--- config.mk ---
export PLATFORM = sky130hd
export DESIGN_NAME = zpc_rights
export DESIGN_NICKNAME = d
export VERILOG_FILES = /design/src/rtl/zpc_pkg.sv /design/src/rtl/zpc_rights.sv
export SDC_FILE = /design/constraint.sdc
export NUM_CORES = 1
export LEC_CHECK = 0
export ABC_AREA = 1
export BUFFER_PORTS_ARGS = -buffer_cell sky130_fd_sc_hd__clkbuf_2
export CAP_MARGIN = 20
export CORE_AREA = 2 2 39 41
export DETAILED_ROUTE_END_ITERATION = 10
export DIE_AREA = 0 0 41 43
export PLACE_DENSITY = 0.32
export SLEW_MARGIN = 20
export SYNTH_ARGS = -nofsm -noshare
export SYNTH_HDL_FRONTEND = slang
export SYNTH_SLANG_ARGS = --single-unit
--- constraint.sdc ---
create_clock -name vclk -period 1.2
set_clock_uncertainty 0.15 [all_clocks]
set_input_delay 0 -clock vclk [all_inputs]
set_output_delay 0 -clock vclk [all_outputs]
set_load 0.005 [all_outputs]
--- src/rtl/zpc_pkg.sv ---
package zpc_pkg;

  // Bit positions inside a rights vector
  localparam int PERM_W   = 3;
  localparam int PERM_RD  = 0;
  localparam int PERM_WR  = 1;
  localparam int PERM_EX  = 2;
  localparam logic [PERM_W-1:0] PERM_ALL  = 3'b111;
  localparam logic [PERM_W-1:0] PERM_NONE = 3'b000;
  localparam logic [PERM_W-1:0] PERM_EXEC = 3'b100;

  localparam int CODE_W = 2;

  typedef enum logic [CODE_W-1:0] {
    ZC_USER_DENY = 2'd0,
    ZC_DEFER     = 2'd1,
    ZC_SUP_FULL  = 2'd2,
    ZC_FULL      = 2'd3
  } zone_code_e;

  typedef enum logic [1:0] {
    ACC_LOAD  = 2'd0,
    ACC_STORE = 2'd1,
    ACC_FETCH = 2'd2
  } acc_kind_e;

  typedef struct packed {
    logic [PERM_W-1:0] perm;
    logic              grant;
  } zpc_result_t;

endpackage

--- src/rtl/zpc_rights.sv ---
module zpc_rights
  import zpc_pkg::*;
(
  input  zone_code_e        code,
  input  logic              user,
  input  acc_kind_e         kind,
  input  logic [PERM_W-1:0] entry_perm,
  output zpc_result_t       result
);

  logic              defer;
  logic [PERM_W-1:0] perm;
  logic              grant;

  always_comb begin
    defer = 1'b0;
    perm  = PERM_NONE;
    unique case (code)
      ZC_FULL:      perm = PERM_ALL;
      ZC_SUP_FULL:  if (user) defer = 1'b1; else perm = PERM_ALL;
      ZC_USER_DENY: if (user) perm = PERM_NONE; else defer = 1'b1;
      default:      defer = 1'b1;
    endcase
    if (defer) perm = entry_perm | PERM_EXEC;
  end

  always_comb begin
    unique case (kind)
      ACC_FETCH: grant = perm[PERM_EX];
      ACC_STORE: grant = perm[PERM_WR];
      default:   grant = perm[PERM_RD];
    endcase
  end

  assign result = '{perm: perm, grant: grant};

endmodule

* Word-level counts from Yosys, hierarchy flattened
Cells that the tools add are included.
** Operators by class
- Eq/ne operators :: 4
- Muxes and demuxes :: 7
- Reduce and logical (&&, ||, !) cells :: 1
** Operators by type and width (count)
- $eq 2x2->1 const B :: 3
- $mux 3 :: 2
- $pmux 3 s2 :: 1
- $pmux 1 s3 :: 1
- $eq 2x1->1 const B :: 1
- $logic_not 2->1 :: 1
- $mux 1 :: 2
- $pmux 1 s2 :: 1
** Word-level totals
- Flip-flop bits (word level) :: 0
- Bits of input ports :: 8
- Output and inout port bits :: 4
- Word-level logic and storage cells :: 12

* Logic depth before layout (Yosys ltp)
Gate-level depths: netlist of run 1.
- Word-level depth :: 4
- Gate-level depth with buffers :: 7

* Worst setup path after synthesis of run 1
Ideal clock, no wire load.
- Path kind :: input port to output port
- Start :: in kind[0]
- End :: out result[0] (netlist name)
- Arrival :: 0.842 ns
- Required time :: 1.050 ns
- Path slack :: 0.208 ns
- Stages on the path :: 6
- Cell sequence :: inv_1 > ha_1 > or2_2 > a21oi_1 > nor2_1 > buf_4
** Between the ends
- Cells in the longest elaborated chain, start to end :: 2
** RTL lines
- start: declaration :: RTL line zpc_rights.sv:6 : input acc_kind_e kind,
- $eq 2x1->1 / $eq 2x2->1 (equally long branches) :: RTL line zpc_rights.sv:28 : unique case (kind)
- $pmux 1 s2 * :: RTL line zpc_rights.sv:28
- end: declaration :: RTL line zpc_rights.sv:8 : output zpc_result_t result
Mark *: on every way between the ends. The rest lies on a longest branch, timed or not.

==> results of run 1 <==
-- worst max-delay path by stage --
stage / from / end / cells after the start
5_1_grt: kind[0] / result[0] / 7
4_1_cts: kind[0] / result[0] / 7
6_report: kind[0] / result[0] / 7
3_3_place_gp: kind[0] / result[0] / 7
2_1_floorplan: kind[0] / result[0] / 6
3_5_place_dp: kind[0] / result[0] / 7
-- layer usage --
metal	track usage (%)	wire length, um	vias up
li1	-	-	78
met1	3.48	95	56
met2	5.94	140	4
met3	0	10	0
met4	0	0	0
met5	0	0	-
-- cell type report --
cell class	count	area, um2	area share [%]
timing repair buffer	11	55.1	31.2
inverter	6	22.5	12.8
multi-input combinational	13	78.8	44.7
tap	16	20.0	11.3
-- cell families after synthesis --
| group | after synthesis | share of synthesized area (%) |
|---|---|---|
| adders and majority gates | 2 | 23.0 |
| and+or+nand+nor | 8 | 35.6 |
| AOI/OAI and AO/OA | 3 | 13.8 |
| buffers and inverters | 7 | 27.6 |
-- worst min-delay path, delay by kind of cell --
kind	cells	cell delay (ns)
buffers and inverters	3	0.24
AOI/OAI and AO/OA	1	0.06
-- synth_stat cells, drive strengths merged --
| cell | count | share of area, % |
|---|---|---|
| nand2 | 4 | 14 |
| nor2 | 1 | 3.4 |
| or2 | 2 | 14 |
| buf | 1 | 6.9 |
| inv | 6 | 21 |
| a21oi | 3 | 14 |
| nand3 | 1 | 4.6 |
| ha | 2 | 23 |
-- power breakdown --
part | switching (uW) | leakage, uW | internal, uW
sequential | 0 | 0 | 0
combinational | 24.9 | 0.000124 | 28.6
clock | 0 | 0 | 0
-- stage by stage --
step / power, uW / std cells / hold WS (ns) / worst slack [ns]
after CTS: 55.6 / 46 / 0.150 / 0.0807
after detailed placement: 55.4 / 46 / 0.149 / 0.0809
final: 53.4 / 46 / 0.143 / 0.0990
after floorplan: 34.0 / 20 / -0.0485 / 0.208
after global routing: 62.7 / 46 / 0.172 / 0.0166
after global placement: 55.1 / 46 / 0.150 / 0.0820
-- cells in the final DEF (no fill, tap or decap), drive strengths merged --
master,instances
a21oi,3
clkbuf,11
ha,2
inv,6
nand2,4
nand3,1
nor2,1
or2,2
==> reports/metrics.csv, run 1 <==
stage,metric,value,unit
synthesis,sequential share of the synthesized area,0,%
place,post-DP HPWL,243,um
synthesis,"Distinct cells, synth",9,
sta,Final Cycle Share,91.8,%
critical_path,Crit path largest cell delay,0.29,ns
drt,Iter 0 DRT Violations,3,
finish,Synth-to-Final Area Change,62.1,%
power_and_ir_drop,power per standard cell area,303,mW/mm2
cts,Post-CTS Setup Bufs,0,
power_and_ir_drop,Pleak,0.000124,uW
floorplanning,Initial Util,7.87,%
grt,total gr overflow,0,
drt,via/cell ratio,3.00,
grt,first-pass GRT wire length,393,um
critical_path,critical path's top delay family,simple AND/OR/NAND/NOR gates,
critical_path,WP buf/inv,3,
critical_path,WP data required,1.05,ns
sta,"Slew Viols, Final",0,
finish,cell area after layout,176,um2
drt,overall routed net length,245,um
place,PortBufs,11,
critical_path,crit path DAT,0.95,ns
sta,RSZ-0062 raised after global routing,no,
synthesis,Synth Warn #,0,
cts,"Hold-fix buffers, CTS",0,
synthesis,Syn Area/Cell,5.44,um2
drt,DRC Markers,0,
job,max-cap viol count,0,
critical_path,most frequent CP cell,clkbuf_2,
critical_path,Critical-path top delay cell,ha_1,
floorplanning,core area,0.00138,mm2
finish,Reg area,0,um2
synthesis,Post-Syn Instances,20,
grt,vias in the first global route,113,
power_and_ir_drop,Worst VDD drop,53.7,uV
place,dpl cell area,176,um2
grt,initial antenna violation count,0,
hold_path,worst hold path depth,4,
sta,setup TNS,0,ns
floorplanning,Die ar.,0.00176,mm2
floorplanning,Die X,41,um
hold_path,Hold Path Class,in -> out,
finish,clkbuf count,0,
floorplanning,# rows,14,
sta,Tightest Pin Transition,0.138,ns
finish,Final Util,12.7,%
drt,Final ANT Viol Nets,0,
hold_path,hold endpoint,result[2],
finish,fill count,167,
drt,DR pass1 iterations,3,
critical_path,crit path launch type,primary input,
floorplanning,Die Ht,43,um
sta,Setup-failing EPs final,0,
sta,Period minus WS final,1.10,ns
sta,achievable clock frequency,908,MHz
finish,diode count,0,
grt,pin count of the biggest net entering global routing,5,
grt,gr usage total,3.00,%
sta,relative slew slack,90.8,%
critical_path,CP max FO,2,
drt,Vias,138,
cts,CTS resizes,0,
synthesis,Synthesized Nets,30,
synthesis,Mapped Area,109,um2
place,Placer Congestion,0.571,
critical_path,CP Capture Type,output port,
critical_path,Setup Crit Path Kind,in -> out,
outcome,status,"finished, final reports clean",
sta,final hold vios,0,
finish,FF+latch count,0,
finish,nets,42,
drt,WL/cell,5.33,um
floorplanning,# IOs,12,
critical_path,critical-path cell list,clkbuf_2 -> inv_1 -> ha_1 -> or2_2 -> a21oi_1 -> nor2_1 -> clkbuf_2,
finish,layout cells sized above 1,43.3,%
hold_path,hold path start,entry_perm[1],
Power figures use the tool's default switching activity.
==> run 2: changes to the inputs <==
--- a/config.mk
+++ b/config.mk
@@ -12,6 +12,7 @@
 export DETAILED_ROUTE_END_ITERATION = 10
 export DIE_AREA = 0 0 41 43
 export PLACE_DENSITY = 0.32
+export SETUP_SLACK_MARGIN = 0.4
 export SLEW_MARGIN = 20
 export SYNTH_ARGS = -nofsm -noshare
 export SYNTH_HDL_FRONTEND = slang
==> run 2 against run 1 <==
Non-clock buffer count up 1. Final area up 30%. Sequential cell count unchanged. Count of clock-buffer cells in the layout unchanged. Routed wire length up 9.0%. Global-route usage up 0.70 points. Total power up 41%. First-iteration DRC count down 67%. Combinational power up 41%. Die area unchanged. Worst hold slack better by 0.0022 ns. Core utilization up 3.8 points.
==> reports/metrics.csv, run 2 (same netlist as run 1, synthesis figures left out) <==
stage,metric,value,unit
cts,"Hold-fix buffers, CTS",0,
finish,area occupied by multi-input gates,104,um2
power_and_ir_drop,Pleak,0.000131,uW
finish,diode count,0,
critical_path,critical-path cell list,clkbuf_8 -> inv_6 -> ha_4 -> or2_4 -> a21oi_2 -> nor2_1 -> clkbuf_2,
finish,Reg area,0,um2
floorplanning,Die Ht,43,um
grt,pin count of the biggest net entering global routing,5,
floorplanning,Initial Util,7.87,%
finish,nets,43,
grt,met3 usage,0.524,%
critical_path,crit path launch type,primary input,
grt,most used routing layer,met1,
drt,Iter 0 DRT Violations,1,
floorplanning,Die ar.,0.00176,mm2
grt,initial antenna violation count,0,
power_and_ir_drop,power per standard cell area,329,mW/mm2
sta,final hold vios,0,
floorplanning,core area,0.00138,mm2
critical_path,WP data required,1.05,ns
sta,relative slew slack,90.2,%
grt,first-pass GRT wire length,489,um
critical_path,Setup Crit Path Kind,in -> out,
outcome,status,"finished, final reports clean",
sta,Setup-failing EPs final,0,
finish,"commonest cells after routing, fill and taps aside","clkbuf_2, nand2_1, inv_1",
sta,achievable clock frequency,1040,MHz
drt,DRC Markers,0,
drt,Vias,139,
job,max-cap viol count,0,
sta,RSZ-0062 raised after global routing,yes,
place,PortBufs,11,
drt,Final ANT Viol Nets,0,
critical_path,CP Capture Type,output port,
critical_path,Crit path largest cell delay,0.22,ns
drt,via/cell ratio,2.96,
finish,Synth-to-Final Area Change,110,%
floorplanning,# IOs,12,
floorplanning,Die X,41,um
sta,"Slew Viols, Final",0,
place,Place WS,0.186,ns
finish,FF+latch count,0,
place,Placer Congestion,0.538,
floorplanning,# rows,14,
place,post-DP HPWL,240,um
sta,post-route setup slack,0.237,ns
grt,M2 GR Usage,4.38,%
power_and_ir_drop,Worst VDD drop,96.5,uV
finish,layout cells sized above 1,67.7,%
sta,Period minus WS final,0.963,ns
drt,WL/cell,5.68,um
finish,"commonest non-fill, non-tap cell in the layout",clkbuf_2,
critical_path,crit path DAT,0.81,ns
critical_path,CP max FO,2,
sta,Final Cycle Share,80.3,%
drt,DR pass1 iterations,2,
finish,clkbuf count,0,
sta,setup TNS,0,ns
drt,overall routed net length,267,um
critical_path,critical path's top delay family,simple AND/OR/NAND/NOR gates,
grt,met1 Use GR,6.96,%
grt,gr usage total,3.70,%
hold_path,Hold Path Class,in -> out,
grt,total gr overflow,0,
critical_path,Critical-path top delay cell,or2_4,
sta,Tightest Pin Transition,0.146,ns
finish,fill count,163,
grt,vias in the first global route,111,
critical_path,WP buf/inv,3,
[run 2: worst min-delay path, delay by kind of cell]
kind            cells  cell delay, ns
compound gates      1            0.06
buf+inv             3            0.24
[run 2: worst paths after layout]
| kind | startpoint | endpoint | slack (ns) | cells past startpoint |
|---|---|---|---|---|
| worst max-delay path | kind[0] | result[0] | 0.24 | 7 |
| worst min-delay path | entry_perm[0] | result[1] | 0.15 | 4 |
[run 2: report_power, final]
| part | switching [uW] | internal [uW] | total [uW] |
|---|---|---|---|
| sequential | 0 | 0 | 0 |
| clock | 0 | 0 | 0 |
| combinational | 32.4 | 42.9 | 75.4 |
[run 2: through the flow]
stage               hold slack (ns)  cell area (um2)  std cells  utilization (%)  power [uW]
global placement              0.156              200         46             14.5        67.0
detailed placement            0.146              200         46             14.5        65.8
CTS                           0.148              216         47             15.6        71.2
floorplan                   -0.0485              133         20                -        42.8
finish                        0.146              229         47             16.5        75.4
global route                  0.184              229         47             16.5        86.8
[run 2: layout make-up]
type               count  share of cell area (%)
multi-input cells     13                    45.4
well taps             16                    8.74
inverters              6                    12.0
repair buffers        12                    33.9
[run 2: what timing repair did]
| action | 4_1_cts | 5_1_grt |
|---|---|---|
| pin swaps | 2 | 2 |
| buffers inserted | 1 | 0 |
| endpoints found under the setup margin | 1 | 3 |
| resized for setup | 1 | 6 |
[run 2: layer usage]
layer / wire (um) / part of all wire (%)
met4: 0 / 0
met2: 86 / 32
met5: 0 / 0
met1: 134 / 50
met3: 46 / 17
